<file path="config.mk">
export PLATFORM = sky130hd
export DESIGN_NAME = audio_clk_gen
export DESIGN_NICKNAME = d
export VERILOG_FILES = /design/src/rtl/audio_clk_pkg.sv /design/src/rtl/audio_clk_ctrl.sv /design/src/rtl/audio_clk_mck_div.sv /design/src/rtl/audio_clk_frame_gen.sv /design/src/rtl/audio_clk_gen.sv
export SDC_FILE = /design/constraint.sdc
export NUM_CORES = 1
export LEC_CHECK = 0
export BUFFER_PORTS_ARGS = -buffer_cell sky130_fd_sc_hd__buf_4
export CAP_MARGIN = 25
export CORE_MARGIN = 2
export CORE_UTILIZATION = 43
export CTS_CLUSTER_SIZE = 8
export DETAILED_ROUTE_END_ITERATION = 16
export SLEW_MARGIN = 20
export SYNTH_ARGS = -nofsm -noshare
export SYNTH_HDL_FRONTEND = slang
export SYNTH_HIERARCHICAL = 1
export SYNTH_SLANG_ARGS = --single-unit
</file>
<file path="constraint.sdc">
create_clock -name clk -period 2 [get_ports clk]
set_input_delay 0.2 -clock clk [delete_from_list [all_inputs] [get_ports clk]]
set_output_delay 0.2 -clock clk [all_outputs]
set_load 0.02 [all_outputs]
</file>
<file path="src/rtl/audio_clk_pkg.sv">
package audio_clk_pkg;
  // default field widths of the ratio settings
  localparam int unsigned AC_DIV_W = 6;
  localparam int unsigned AC_FS_W = 6;
  // bit clock periods per half frame
  localparam int unsigned AC_HALF_SLOTS = 32;
endpackage

</file>
<file path="src/rtl/audio_clk_ctrl.sv">
module audio_clk_ctrl #(
  parameter int unsigned DIV_W = audio_clk_pkg::AC_DIV_W,
  parameter int unsigned FS_W  = audio_clk_pkg::AC_FS_W
) (
  input  logic             clk,
  input  logic             rst_n,
  input  logic             cfg_master,
  input  logic             cfg_drive,
  input  logic [DIV_W-1:0] cfg_div,
  input  logic [FS_W-1:0]  cfg_fs,
  input  logic             clk_on,
  input  logic             clk_off,
  input  logic             running,
  output logic             start,
  output logic             stop_now,
  output logic [DIV_W-1:0] div_q,
  output logic [FS_W-1:0]  fs_q,
  output logic             drive_q
);
  logic stop_q;

  // a stop strobe wins over a start strobe in the same cycle
  assign start    = !running && clk_on && !clk_off && cfg_master;
  assign stop_now = running && (stop_q || clk_off);

  always_ff @(posedge clk or negedge rst_n) begin
    if (!rst_n) begin
      stop_q  <= 1'b0;
      div_q   <= '0;
      fs_q    <= '0;
      drive_q <= 1'b0;
    end else if (start) begin
      stop_q  <= 1'b0;
      div_q   <= cfg_div;
      fs_q    <= cfg_fs;
      drive_q <= cfg_drive;
    end else begin
      stop_q  <= stop_now;
    end
  end


  slave_no_start_chk: assert property (@(posedge clk) disable iff (!rst_n)
    (!running && !cfg_master) |=> !running);

  idle_off_no_start_chk: assert property (@(posedge clk) disable iff (!rst_n)
    (!running && clk_off) |=> !running);

  busy_on_keeps_cfg_chk: assert property (@(posedge clk) disable iff (!rst_n)
    (running && clk_on) |=> ($stable(div_q) && $stable(fs_q) && $stable(drive_q)));
endmodule

</file>
<file path="src/rtl/audio_clk_mck_div.sv">
module audio_clk_mck_div #(
  parameter int unsigned DIV_W = audio_clk_pkg::AC_DIV_W
) (
  input  logic             clk,
  input  logic             rst_n,
  input  logic             start,
  input  logic             stop_now,
  input  logic [DIV_W-1:0] div_q,
  input  logic             drive_q,
  output logic             act,
  output logic             mck_o
);
  localparam int unsigned CW = DIV_W + 1;

  logic [CW-1:0] cnt;
  logic [CW-1:0] half;
  logic          last;

  assign half = {1'b0, div_q} + CW'(1);
  assign last = (cnt == {div_q, 1'b1});

  always_ff @(posedge clk or negedge rst_n) begin
    if (!rst_n) begin
      act   <= 1'b0;
      cnt   <= '0;
      mck_o <= 1'b0;
    end else begin
      mck_o <= act && drive_q && (cnt < half);
      if (start) begin
        act <= 1'b1;
        cnt <= '0;
      end else if (act) begin
        cnt <= last ? '0 : cnt + CW'(1);
        if (last && stop_now) act <= 1'b0;
      end else begin
        cnt <= '0;
      end
    end
  end

  logic [CW:0] hi_run;
  always_ff @(posedge clk or negedge rst_n) begin
    if (!rst_n) hi_run <= '0;
    else        hi_run <= mck_o ? hi_run + (CW+1)'(1) : '0;
  end


  mck_high_len_chk: assert property (@(posedge clk) disable iff (!rst_n)
    mck_o |-> (hi_run < {1'b0, half}));
endmodule

</file>
<file path="src/rtl/audio_clk_frame_gen.sv">
module audio_clk_frame_gen #(
  parameter int unsigned FS_W       = audio_clk_pkg::AC_FS_W,
  parameter int unsigned HALF_SLOTS = audio_clk_pkg::AC_HALF_SLOTS
) (
  input  logic            clk,
  input  logic            rst_n,
  input  logic            start,
  input  logic            stop_now,
  input  logic [FS_W-1:0] fs_q,
  output logic            act,
  output logic            bck_o,
  output logic            lrck_o
);
  localparam int unsigned SLOTS = 2 * HALF_SLOTS;
  localparam int unsigned SW    = $clog2(SLOTS);

  logic [FS_W-1:0] bcnt;
  logic [SW-1:0]   slot;
  logic [FS_W:0]   hi;
  logic            bit_last;
  logic            frame_last;

  assign hi         = ({1'b0, fs_q} + (FS_W+1)'(2)) >> 1;
  assign bit_last   = (bcnt == fs_q);
  assign frame_last = bit_last && (slot == SW'(SLOTS - 1));

  always_ff @(posedge clk or negedge rst_n) begin
    if (!rst_n) begin
      act    <= 1'b0;
      bcnt   <= '0;
      slot   <= '0;
      bck_o  <= 1'b0;
      lrck_o <= 1'b0;
    end else begin
      bck_o  <= act && ({1'b0, bcnt} < hi);
      lrck_o <= act && (slot >= SW'(HALF_SLOTS));
      if (start) begin
        act  <= 1'b1;
        bcnt <= '0;
        slot <= '0;
      end else if (act) begin
        if (bit_last) begin
          bcnt <= '0;
          slot <= (slot == SW'(SLOTS - 1)) ? '0 : slot + SW'(1);
        end else begin
          bcnt <= bcnt + FS_W'(1);
        end
        if (frame_last && stop_now) act <= 1'b0;
      end else begin
        bcnt <= '0;
        slot <= '0;
      end
    end
  end


  lrck_on_bck_rise_chk: assert property (@(posedge clk) disable iff (!rst_n)
    (act && (lrck_o != $past(lrck_o))) |-> $rose(bck_o));
endmodule

</file>
<file path="src/rtl/audio_clk_gen.sv">
module audio_clk_gen #(
  parameter int unsigned DIV_W      = audio_clk_pkg::AC_DIV_W,
  parameter int unsigned FS_W       = audio_clk_pkg::AC_FS_W,
  parameter int unsigned HALF_SLOTS = audio_clk_pkg::AC_HALF_SLOTS
) (
  input  logic             clk,
  input  logic             rst_n,
  input  logic             cfg_master,
  input  logic             cfg_drive_mck,
  input  logic [DIV_W-1:0] cfg_div,
  input  logic [FS_W-1:0]  cfg_fs,
  input  logic             clk_on,
  input  logic             clk_off,
  output logic             mck_o,
  output logic             bck_o,
  output logic             lrck_o,
  output logic             busy_o
);
  logic             start;
  logic             stop_now;
  logic [DIV_W-1:0] div_q;
  logic [FS_W-1:0]  fs_q;
  logic             drive_q;
  logic             mck_act;
  logic             frm_act;

  assign busy_o = mck_act || frm_act;

  audio_clk_ctrl #(.DIV_W(DIV_W), .FS_W(FS_W)) u_ctrl (
    .clk(clk), .rst_n(rst_n), .cfg_master(cfg_master), .cfg_drive(cfg_drive_mck),
    .cfg_div(cfg_div), .cfg_fs(cfg_fs), .clk_on(clk_on), .clk_off(clk_off),
    .running(busy_o), .start(start), .stop_now(stop_now),
    .div_q(div_q), .fs_q(fs_q), .drive_q(drive_q)
  );

  audio_clk_mck_div #(.DIV_W(DIV_W)) u_mck (
    .clk(clk), .rst_n(rst_n), .start(start), .stop_now(stop_now),
    .div_q(div_q), .drive_q(drive_q), .act(mck_act), .mck_o(mck_o)
  );

  audio_clk_frame_gen #(.FS_W(FS_W), .HALF_SLOTS(HALF_SLOTS)) u_frm (
    .clk(clk), .rst_n(rst_n), .start(start), .stop_now(stop_now),
    .fs_q(fs_q), .act(frm_act), .bck_o(bck_o), .lrck_o(lrck_o)
  );


  idle_outputs_low_chk: assert property (@(posedge clk) disable iff (!rst_n)
    (!busy_o && !$past(busy_o)) |-> (!mck_o && !bck_o && !lrck_o));
endmodule

</file>
Word-level counts from Yosys, hierarchy flattened:

Cells that the tools add are included.

* word-level logic and storage cells: 56
* bits of input ports: 18
* memories kept: 0
* register bits after elaboration: 38
* RAM bits: 0
* output and inout port bits: 4
* bits in read-only memories: 0
* latch bits: 0

* order comparisons: 3
* divide/modulo/power cells: 0
* bitwise gates (word level): 0
* shifts and indexed selects: 0
* equality and inequality tests: 4
* reductions and logical operators: 15
* $mul: 0
* multiplexer cells: 17
* add/sub/neg operators: 5

Operator list (number)
* 6-bit two-way mux: 7
* 7-bit two-way mux: 3
* 6-bit by 1-bit adder with 6-bit output, second input constant: 2
* 1-bit logical AND: 11
* 6-bit by 1-bit adder with 7-bit output, second input constant: 1
* 6-bit by 2-bit adder with 7-bit output, second input constant: 1
* 7-bit by 1-bit adder with 7-bit output, second input constant: 1
* 7-bit equality test: 1
* 7-bit less-than comparator: 1
* 1-bit two-way mux: 7
* 6-bit equality test: 1
* 6-bit equality test, second input constant: 1
* 6-bit greater-or-equal comparator, second input constant: 1
* 6-bit less-than comparator: 1
* 3-bit inequality test, second input constant: 1
* 1-bit logical NOT: 2
* 1-bit logical OR: 2

Depth between registers and ports, before layout:

Gate-level depths: netlist (run 1).

* depth after elaboration: 6
* gate-level depth with buffers: 8
* mapped depth without buffers: 7

Hierarchy:

The synthesis (run 1) kept the hierarchy.

By module, submodules not included
* audio_clk_frame_gen: instances 1, area each 968.4 um2, sequential area each 375.4 um2, cells an instance 100
* audio_clk_mck_div: instances 1, area each 720.7 um2, sequential area each 225.2 um2, cells an instance 74
* audio_clk_ctrl: instances 1, area each 583.1 um2, sequential area each 350.3 um2, cells an instance 32
* audio_clk_gen: instances 1, area each 6.3 um2, sequential area each 0.0 um2, cells an instance 1

Worst setup path after synthesis (run 1):

Ideal clock, no wire load.

* path kind: flip-flop to flip-flop
* start point: register u_ctrl.div_q[0]
* end point: register u_mck.mck_o
* period minus slack after synthesis: 1926 ps
* stages on the path, launching flop included: 8
* slack: 74 ps
* required time: 1878 ps
* arrival time: 1804 ps
* library setup time: 122 ps
* path buffers: 0
* cells stage by stage: dfrtp_1 -> ha_1 -> nand3_1 -> xor2_1 -> ha_1 -> a21o_1 -> a21o_1 -> a2111oi_1

* longest elaborated chain between the ends: 3

RTL lines
* start, declared: RTL line audio_clk_ctrl.sv:16 `output logic [DIV_W-1:0] div_q,`
* start signal, assigned: RTL line audio_clk_ctrl.sv:34 `div_q <= cfg_div;`
* 6-bit by 1-bit adder with 7-bit output: RTL line audio_clk_mck_div.sv:19 `assign half = {1'b0, div_q} + CW'(1);`
* 7-bit less-than comparator: RTL line audio_clk_mck_div.sv:28 `mck_o <= act && drive_q && (cnt < half);`
* 1-bit logical AND: RTL line audio_clk_mck_div.sv:28
* end signal, assigned: RTL line audio_clk_mck_div.sv:28
* end, declared: RTL line audio_clk_mck_div.sv:11 `output logic mck_o`

Every way passes these cells.
A chain may end at the register's enable or synchronous reset.

Worst setup path after layout (run 1):

Ends and elaborated chain as after synthesis.

==> results.sh, run 1 <==
export IMPL_status="finished clean"
export IMPL_relSlewSlack=0.634
export IMPL_synth_edf_count=0
export IMPL_synth_ff_type="dfrtp_1"
export IMPL_final_util=0.536
export IMPL_worstHoldPathType="input port to flip-flop"
export IMPL_routedWlPerCell_microns=14.4
export IMPL_area_sequential_sq_um=951
export IMPL_fp_coreArea_sq_um=5110
export IMPL_rows=26
export IMPL_r2r_start="u_ctrl/div_q[0]"
export IMPL_clockRootBuffer="clkbuf_8"
export IMPL_via_per_inst=5.28
export IMPL_die_h_microns=76.8
export IMPL_multiInputGateArea_sq_um=1300
export IMPL_rr_endpoint="u_mck/mck_o"
export IMPL_synth_top_area_share=0.417
export IMPL_min_period_ns=1.93
export IMPL_crit_path_end_kind="flip-flop"
export IMPL_start_util=0.446
export IMPL_fin_crit_sh=0.963
export IMPL_async_flop_share=1.00
export IMPL_critPathKind="flip-flop to flip-flop"
export IMPL_grt_pass1_vias=1692
export IMPL_synth_area_leaders="dfrtp_1, ha_1, mux2_4"
export IMPL_htree_levels=2
export IMPL_fin_ws_ns=0.0741
export IMPL_setup_violations=0
export IMPL_fin_nets=277
export IMPL_r2r_cells=7
export IMPL_synthToLayoutAreaGrowth_pct=20.1
export IMPL_antenna_left=0
export IMPL_cp_arrival_ns=2.11
export IMPL_start_kind="flip-flop"
export IMPL_cts_tree="done"
export IMPL_dieWidth_microns=76.8
export IMPL_hold_depth=2
export IMPL_finClkSkew_ns=0.00667
export IMPL_max_cap_viol_count=0
export IMPL_grt_max_degree=39
export IMPL_yosysMostFrequentCell="dfrtp_1"
export IMPL_cp_max_fo=2
export IMPL_max_freq_mhz=519
export IMPL_worstMarginPinSlew_ns=0.547
export IMPL_syn_area_sq_um=2280
export IMPL_yosys_top_cells_count="dfrtp_1, ha_1, nand3_1"
export IMPL_yosysTopAreaCell="dfrtp_1"
export IMPL_pre_cts_ws_ns=-0.0190
export IMPL_gp_congestion=0.819
export IMPL_grt_overflow=0
export IMPL_diodes=0
export IMPL_clkTransAtPathRegs_ns=0.08
export IMPL_ios=22
export IMPL_syn_inst=207
export IMPL_clockBufferDepth=2
export IMPL_hold_violations=0
export IMPL_cts_buffers=5
export IMPL_vias=1652
export IMPL_drive_gt1_frac=0.276
export IMPL_critPathLaunch="u_ctrl/div_q[0]"
export IMPL_power_density_nw_per_um2=1290
export IMPL_syn_avg_cell_area_sq_um=11.0
export IMPL_yosysSeqAreaShare=0.417
export IMPL_ir_worst_vdd_v=0.000853
export IMPL_finalMaxSlewViolations=0
export IMPL_endpoint="u_mck/mck_o"
export IMPL_clock_sinks=38
export IMPL_synth_seq_cells=38
export IMPL_drt_iter0_markers=43
export IMPL_r2r_slack_ns=0.07
export IMPL_drc_errors=0
export IMPL_synth_warnings=6
export IMPL_synth_cell_type_count=48
export IMPL_grt_usage=0.168
export IMPL_die_area_sq_um=5900
export IMPL_synth_nets=242
export IMPL_first_pass_iters=4
export IMPL_port_buffers=21
export IMPL_post_dp_hpwl_microns=3280
export IMPL_grt_pass1_wl_microns=7980
export IMPL_antenna_found_initial=0
export IMPL_leakagePower_uw=0.00124
export IMPL_critical_path_required_ns=2.18
export IMPL_drt_total_wl_microns=4500
export IMPL_clock_latency_ns=0.29
export IMPL_n_fill_cell=486
[per-layer routing]
metal | routed length [microns] | part of all wire | up-vias | track usage
met2 | 2220 | 0.49 | 15 | 0.289
met5 | 0 | 0 | - | 0
li1 | - | - | 819 | -
met3 | 103 | 0.023 | 5 | 0.0318
met4 | 44 | 0.0098 | 0 | 0.0582
met1 | 2130 | 0.47 | 813 | 0.212
[kinds of logic (layout without fill, tap and decap cells)]
logic type,count (synthesis),count (layout),share of synthesized area
AO/OA/AOI/OAI,39,39,0.118
XOR/XNOR,26,26,0.107
adder cells (fa/ha/maj),17,17,0.0934
buffers and inverters,11,47,0.0324
flip-flops,38,38,0.417
multiplexers,13,13,0.0791
AND/OR/NAND/NOR,63,63,0.153
[metrics by stage]
| stage | area [sq um] | TNS, ns | total power, uW | instances | hold slack [ns] |
|---|---|---|---|---|---|
| 2_1_floorplan | 2280 | 0 | 2380 | 207 | -0.0956 |
| 3_3_place_gp | 2580 | 0 | 2850 | 303 | 0.201 |
| 3_5_place_dp | 2580 | -0.0190 | 2880 | 303 | 0.199 |
| 4_1_cts | 2700 | 0 | 3530 | 312 | 0.126 |
| 5_1_grt | 2740 | -0.00648 | 3840 | 313 | 0.131 |
| 6_report | 2740 | 0 | 3530 | 313 | 0.134 |
[layout by cell type (no fill, tap or decap), types with 3 or more instances in the layout]
master,n
dfrtp_1,38
buf_4,32
ha_1,16
nand3_1,13
xnor2_1,12
xor2_1,12
nor2_1,12
mux2_4,9
clkbuf_8,8
nand2_1,8
a21oi_1,8
inv_1,5
and3_1,5
a211oi_1,5
o21a_1,4
mux2_2,4
nand4_1,4
o21ai_1,3
a21o_1,3
o21ai_0,3
nand2b_1,3
[flip-flops by register name, summed over array words and instances, names as in the netlist, 6 cells and up]
register	cells
u_ctrl/div_q	6
u_mck/cnt	7
u_frm/bcnt	6
u_ctrl/fs_q	6
u_frm/slot	6
[cell type report]
type / count / area share
multi-input combinational: 158 / 0.475
sequential: 38 / 0.348
timing repair buffer: 34 / 0.0988
clock buffer: 8 / 0.0402
tap: 70 / 0.0320
inverter: 5 / 0.00686
[where the power goes]
| group | internal, uW | switching [uW] | leakage [uW] |
|---|---|---|---|
| Sequential | 1010 | 297 | 0.000487 |
| Clock | 348 | 275 | 0.0000575 |
| Combinational | 828 | 768 | 0.000699 |
[worst min-delay path by stage]
| stage | from | endpoint | slack [ns] |
|---|---|---|---|
| 4_1_cts | cfg_fs[3] | u_ctrl/fs_q[3] | 0.13 |
| 2_1_floorplan | rst_n | u_ctrl/div_q[0] | -0.1 |
| 3_5_place_dp | rst_n | u_mck/cnt[1] | 0.20 |
| 3_3_place_gp | rst_n | u_mck/cnt[1] | 0.20 |
| 6_report | cfg_fs[3] | u_ctrl/fs_q[3] | 0.13 |
| 5_1_grt | cfg_fs[3] | u_ctrl/fs_q[3] | 0.13 |
[repair_timing]
action                                  4_1_cts  5_1_grt
endpoints found under the setup margin        1        1
buffers inserted                              0        1
pin swaps                                     0        2
resized for setup                             1        4
hold buffers                                  1        0
hold endpoints to repair                     38        0
[critical path, cell delays in order, from the launching register on]
cell	delay, ns
dfrtp_1	0.36
ha_2	0.20
nand3_2	0.09
xor2_1	0.15
ha_1	0.31
a21o_1	0.18
a21o_1	0.20
a2111oi_4	0.33
(Power assumes the default switching activity.)
==> run 2: changes to the inputs <==
- CELL_PAD_IN_SITES_DETAIL_PLACEMENT: default -> 0
- CELL_PAD_IN_SITES_GLOBAL_PLACEMENT: default -> 1
- CORE_UTILIZATION: 43 -> 42
- PLACE_DENSITY_LB_ADDON: default -> 0.1
==> run 2 against run 1 <==
  * Die area is 2.3% higher
  * Core utilization shrank 0.58 points
  * Count of clock-buffer cells in the layout is the same
  * Sequential share of layout area is 0.064 points lower
  * Via count up 0.42%
  * Largest power group unchanged
  * Clock skew down 0.0013 ns
  * Sequential cell count stayed put
  * Combinational power hardly changed
==> results.sh, run 2 (synthesis gave the netlist of run 1 again) <==
export IMPL_clock_sinks=38
export IMPL_leakagePower_uw=0.00124
export IMPL_cts_tree="done"
export IMPL_start_kind="flip-flop"
export IMPL_routedWlPerCell_microns=15.1
export IMPL_max_freq_mhz=521
export IMPL_grt_max_degree=39
export IMPL_final_common_cell="dfrtp_1"
export IMPL_post_cts_buffers=0
export IMPL_htree_levels=2
export IMPL_port_buffers=21
export IMPL_critical_path_required_ns=2.15
export IMPL_clockRootBuffer="clkbuf_8"
export IMPL_area_sequential_sq_um=951
export IMPL_clkTransAtPathRegs_ns=0.07
export IMPL_crit_path_end_kind="flip-flop"
export IMPL_relSlewSlack=0.674
export IMPL_wl_met3_microns=116
export IMPL_worstMarginPinSlew_ns=0.489
export IMPL_clock_latency_ns=0.28
export IMPL_ios=22
export IMPL_gp_congestion=0.876
export IMPL_finalMaxSlewViolations=0
export IMPL_final_util=0.530
export IMPL_vias=1659
export IMPL_met2_length_microns=2530
export IMPL_critPathKind="flip-flop to flip-flop"
export IMPL_clockBufferDepth=2
export IMPL_worstHoldPathType="input port to flip-flop"
export IMPL_r2r_slack_ns=0.08
export IMPL_r2r_start="u_ctrl/div_q[1]"
export IMPL_status="finished clean"
export IMPL_max_cap_viol_count=0
export IMPL_hold_depth=2
export IMPL_dieWidth_microns=77.7
export IMPL_grt_pass1_vias=1716
export IMPL_n_fill_cell=464
export IMPL_final_cell_mix="dfrtp_1, buf_4, ha_1"
export IMPL_worst_hold_slack_ns=0.144
export IMPL_first_pass_iters=4
export IMPL_finClkSkew_ns=0.00540
export IMPL_hp_start="cfg_div[2]"
export IMPL_antenna_found_initial=0
export IMPL_crit_chain="ha_2 -> nand3_2 -> or2_2 -> ha_1 -> nand4_1 -> a211oi_2 -> a2111oi_4"
export IMPL_min_period_ns=1.92
export IMPL_die_area_sq_um=6030
export IMPL_hold_violations=0
export IMPL_fin_crit_sh=0.959
export IMPL_drt_total_wl_microns=4710
export IMPL_rr_endpoint="u_mck/mck_o"
export IMPL_grt_pass1_wl_microns=8170
export IMPL_critPathMaxStageDelay_ns=0.37
export IMPL_drive_gt1_frac=0.273
export IMPL_post_dp_hpwl_microns=3410
export IMPL_cts_buffers=5
export IMPL_ir_worst_vdd_v=0.000619
export IMPL_min_to="u_ctrl/div_q[2]"
export IMPL_rows=26
export IMPL_fp_coreArea_sq_um=5170
export IMPL_regMostFlops="u_mck/cnt"
export IMPL_totalPowerFinal_uw=3550
export IMPL_cp_arrival_ns=2.07
export IMPL_drt_iter0_markers=70
export IMPL_largest_register_ffs=7
export IMPL_via_per_inst=5.32
export IMPL_multiInputGateArea_sq_um=1300
export IMPL_grt_overflow=0
export IMPL_start_util=0.440
export IMPL_top_layer_used="met4"
export IMPL_critical_path_slowest_cell="dfrtp_1"
export IMPL_diodes=0
export IMPL_r2r_cells=7
export IMPL_antenna_left=0
export IMPL_setup_violations=0
export IMPL_die_h_microns=77.7
export IMPL_synthToLayoutAreaGrowth_pct=20.3
export IMPL_drc_errors=0
export IMPL_fin_nets=276
export IMPL_cp_max_fo=2
export IMPL_power_density_nw_per_um2=1300
export IMPL_m1WireLength_microns=2040
export IMPL_grt_usage=0.167
==> run 2: cell types whose count changed in the layout (fill, tap and decap cells not counted) <==
cell / delta
buf_12: +1
buf_4: -2
==> run 2: critical path, delay by kind of cell, from the launching register on <==
| family | cells | cell delay [ns] |
|---|---|---|
| AO/OA/AOI/OAI | 2 | 0.38 |
| flip-flops | 1 | 0.37 |
| adder cells (fa/ha/maj) | 2 | 0.54 |
| AND/OR/NAND/NOR | 3 | 0.51 |
==> run 2: how the worst max path moves through the flow <==
| stage | start | end | slack (ns) | cells after the start |
|---|---|---|---|---|
| after floorplan | u_ctrl/div_q[0] | u_mck/mck_o | 0.07 | 7 |
| after global placement | u_ctrl/div_q[0] | u_mck/mck_o | 0.08 | 7 |
| after detailed placement | u_ctrl/div_q[0] | u_mck/mck_o | -0.01 | 7 |
| after CTS | u_ctrl/div_q[0] | u_mck/mck_o | 0.03 | 7 |
| after global routing | u_ctrl/div_q[1] | u_mck/mck_o | -0.04 | 7 |
| final | u_ctrl/div_q[1] | u_mck/mck_o | 0.08 | 7 |
==> run 2: metrics by stage <==
step,TNS (ns),setup slack [ns],cell area [sq um],instances
3_3_place_gp,0,0.0764,2590,303
6_report,0,0.0812,2740,312
3_5_place_dp,-0.0104,-0.0104,2590,303
2_1_floorplan,0,0.0741,2280,207
5_1_grt,-0.0407,-0.0407,2740,312
4_1_cts,0,0.0340,2720,312
==> run 2: timing repair <==
item,in CTS,in global routing
resized for setup,1,4
endpoints found under the hold margin,38,0
endpoints found under the setup margin,1,1
gates cloned,0,0
pin swaps,0,3
hold buffers,1,0
==> run 2: layout make-up <==
class                   count  share of cell area
flip-flops and latches     38               0.347
multi-input cells         158               0.474
repair buffers             33               0.100
well taps                  70              0.0319
inverters                   5             0.00685
clock buffers               8              0.0402
==> run 2: power by group <==
part,internal [uW],switching (uW),total (uW)
registers,1010,302,1320
clock network,348,259,607
logic,851,780,1630
==> run 2: routing by layer <==
layer  global-route usage  vias up
li1                     -      819
met1                0.205      817
met2                0.303       18
met3               0.0291        5
met4               0.0393        0
met5                    0        -
==> run 3: changes to the inputs <==
- ABC_AREA: default -> 1
- CORE_UTILIZATION: 42 -> 39
==> run 3 against run 2 <==
  * Critical path type unchanged
  * Largest power group unchanged
  * Cell count grew 33%
  * Worst hold slack lost 0.0090 ns
  * Sequential share of layout area grew 0.61 points
  * Critical endpoint unchanged
==> results.sh, run 3 <==
export IMPL_r2r_slack_ns=0.22
export IMPL_cp_arrival_ns=2.01
export IMPL_hold_violations=0
export IMPL_max_cap_viol_count=0
export IMPL_gp_congestion=0.781
export IMPL_rr_endpoint="u_mck/mck_o"
export IMPL_grt_setup_unrepaired="false"
export IMPL_start_kind="flip-flop"
export IMPL_n_fill_cell=607
export IMPL_first_pass_iters=4
export IMPL_critPathMaxStageDelay_ns=0.44
export IMPL_tns_ns=0
export IMPL_synth_edf_count=0
export IMPL_drt_total_wl_microns=5100
export IMPL_die_area_sq_um=6720
export IMPL_antenna_found_initial=0
export IMPL_vias=1925
export IMPL_r2r_cells=8
export IMPL_synth_ff_type="dfrtp_1"
export IMPL_worstHoldPathType="input port to flip-flop"
export IMPL_grt_max_degree=39
export IMPL_drive_gt1_frac=0.156
export IMPL_port_buffers=21
export IMPL_critical_path_required_ns=2.23
export IMPL_htree_levels=2
export IMPL_cp_max_fo=6
export IMPL_die_h_microns=82.0
export IMPL_clockRootBuffer="clkbuf_8"
export IMPL_syn_area_sq_um=2370
export IMPL_clock_latency_ns=0.29
export IMPL_yosys_top_cells_count="nand2_1, inv_1, dfrtp_1"
export IMPL_instances_no_fill=414
export IMPL_grt_overflow=0
export IMPL_yosysTopAreaCell="dfrtp_1"
export IMPL_syn_avg_cell_area_sq_um=7.62
export IMPL_synth_area_leaders="dfrtp_1, nand2_1, ha_1"
export IMPL_clkTransAtPathRegs_ns=0.08
export IMPL_status="finished clean"
export IMPL_endpoint="u_mck/mck_o"
export IMPL_synth_nets=346
export IMPL_largest_register_ffs=7
export IMPL_worstMarginPinSlew_ns=0.514
export IMPL_start_util=0.403
export IMPL_routedWlPerCell_microns=12.3
export IMPL_synth_warnings=6
export IMPL_leakagePower_uw=0.00142
export IMPL_drc_errors=0
export IMPL_via_per_inst=4.65
export IMPL_critPathKind="flip-flop to flip-flop"
export IMPL_fin_nets=374
export IMPL_fin_crit_sh=0.892
export IMPL_synth_cell_type_count=25
export IMPL_drt_iter0_markers=79
export IMPL_ir_worst_vdd_v=0.000509
export IMPL_async_flop_share=1.00
export IMPL_pre_cts_ws_ns=0.218
export IMPL_power_density_nw_per_um2=1210
export IMPL_yosysSeqAreaShare=0.401
export IMPL_cts_tree="done"
export IMPL_ios=22
export IMPL_dp_cells=406
export IMPL_synth_top_area_share=0.401
export IMPL_synth_seq_cells=38
export IMPL_critical_path_slowest_cell="dfrtp_1"
export IMPL_critPathLaunch="u_ctrl/div_q[0]"
export IMPL_cts_buffers=5
export IMPL_grt_usage=0.175
export IMPL_fp_coreArea_sq_um=5890
export IMPL_dieWidth_microns=82.0
export IMPL_relSlewSlack=0.657
export IMPL_grt_pass1_vias=1902
export IMPL_rows=28
export IMPL_finalMaxSlewViolations=0
export IMPL_syn_inst=311
export IMPL_yosysMostFrequentCell="nand2_1"
export IMPL_r2r_start="u_ctrl/div_q[0]"
export IMPL_crit_path_end_kind="flip-flop"
export IMPL_max_freq_mhz=561
export IMPL_post_dp_hpwl_microns=3720
export IMPL_final_common_cell="nand2_1"
export IMPL_min_period_ns=1.78
export IMPL_final_cell_mix="nand2_1, inv_1, dfrtp_1"
export IMPL_clock_sinks=38
export IMPL_fin_ws_ns=0.216
export IMPL_diodes=0
export IMPL_finClkSkew_ns=0.00773
export IMPL_crit_chain="ha_1 -> nand3_1 -> nor2_1 -> nand2_1 -> ha_1 -> a211oi_1 -> nand3_1 -> nor2_1"
export IMPL_setup_violations=0
export IMPL_totalPowerFinal_uw=3270
export IMPL_clockBufferDepth=2
export IMPL_antenna_left=0
export IMPL_post_cts_buffers=0
export IMPL_synthToLayoutAreaGrowth_pct=13.7
export IMPL_regMostFlops="u_mck/cnt"
export IMPL_grt_pass1_wl_microns=8900
-- run 3: cell count changes after synthesis, moves of 5 or more --
cell / previous run / this run
nand2_1: 8 / 89
inv_1: 5 / 39
nor2_1: 12 / 33
nand3_1: 14 / 31
mux2_4: 9 / 0
nor2_2: 0 / 9
xnor2_1: 12 / 3
a211oi_1: 6 / 1
and3_1: 5 / 0
inv_2: 0 / 5
-- run 3: how the worst min path moves through the flow --
stage                        startpoint         endpoint  slack, ns  cells after the start
after CTS                    cfg_div[2]  u_ctrl/div_q[2]       0.13                      3
after global routing      cfg_drive_mck   u_ctrl/drive_q       0.13                      3
after detailed placement          rst_n  u_ctrl/div_q[2]       0.21                      1
after floorplan                   rst_n  u_ctrl/div_q[0]       -0.1                      0
final                        cfg_div[2]  u_ctrl/div_q[2]       0.13                      3
after global placement            rst_n  u_ctrl/div_q[2]       0.20                      1
-- run 3: cell type report --
| type | count | area, sq um | area share |
|---|---|---|---|
| clock buffers | 5 | 68.8 | 0.0255 |
| clock inverters | 2 | 10.0 | 0.00372 |
| inverters | 44 | 165 | 0.0613 |
| multi-input cells | 225 | 1210 | 0.451 |
| flip-flops and latches | 38 | 951 | 0.353 |
| well taps | 75 | 93.8 | 0.0348 |
| repair buffers | 25 | 190 | 0.0706 |
-- run 3: kinds of logic after synthesis --
logic type / count (synthesis) / share of synthesized area
xor gates and xnor gates: 14 / 0.0517
and+or+nand+nor: 176 / 0.327
AOI/OAI and AO/OA: 18 / 0.0443
buffers and inverters: 48 / 0.0861
DFF: 38 / 0.401
adders and majority gates: 17 / 0.0898
-- run 3: per-layer routing --
| layer | vias up | track usage | share of wire |
|---|---|---|---|
| li1 | 1026 | - | - |
| met1 | 869 | 0.251 | 0.54 |
| met2 | 25 | 0.267 | 0.42 |
| met3 | 5 | 0.0374 | 0.034 |
| met4 | 0 | 0.0450 | 0.011 |
| met5 | - | 0 | 0 |
-- run 3: power by group --
part | internal, uW | switching (uW) | leakage (uW)
logic | 570 | 821 | 0.000886
clock network | 234 | 283 | 0.0000438
registers | 1020 | 336 | 0.000492
total | 1830 | 1440 | 0.00142
-- run 3: critical path: cells and delay by family, from the launching register on --
kind,cells,cell delay [ns]
and+or+nand+nor,5,0.54
AOI/OAI and AO/OA,1,0.25
DFF,1,0.44
adders and majority gates,2,0.50
-- run 3: metrics by stage --
step / instance area (sq um) / util / hold WS, ns
floorplan: 2370 / - / -0.0956
global placement: 2610 / 0.443 / 0.203
detailed placement: 2610 / 0.443 / 0.209
CTS: 2690 / 0.458 / 0.129
global route: 2690 / 0.458 / 0.126
finish: 2690 / 0.458 / 0.135
-- run 3: repair_timing --
| item | in CTS | in global routing |
|---|---|---|
| endpoints found under the hold margin | 38 | 0 |
| hold buffers | 1 | 0 |
| resized for setup | 0 | 0 |
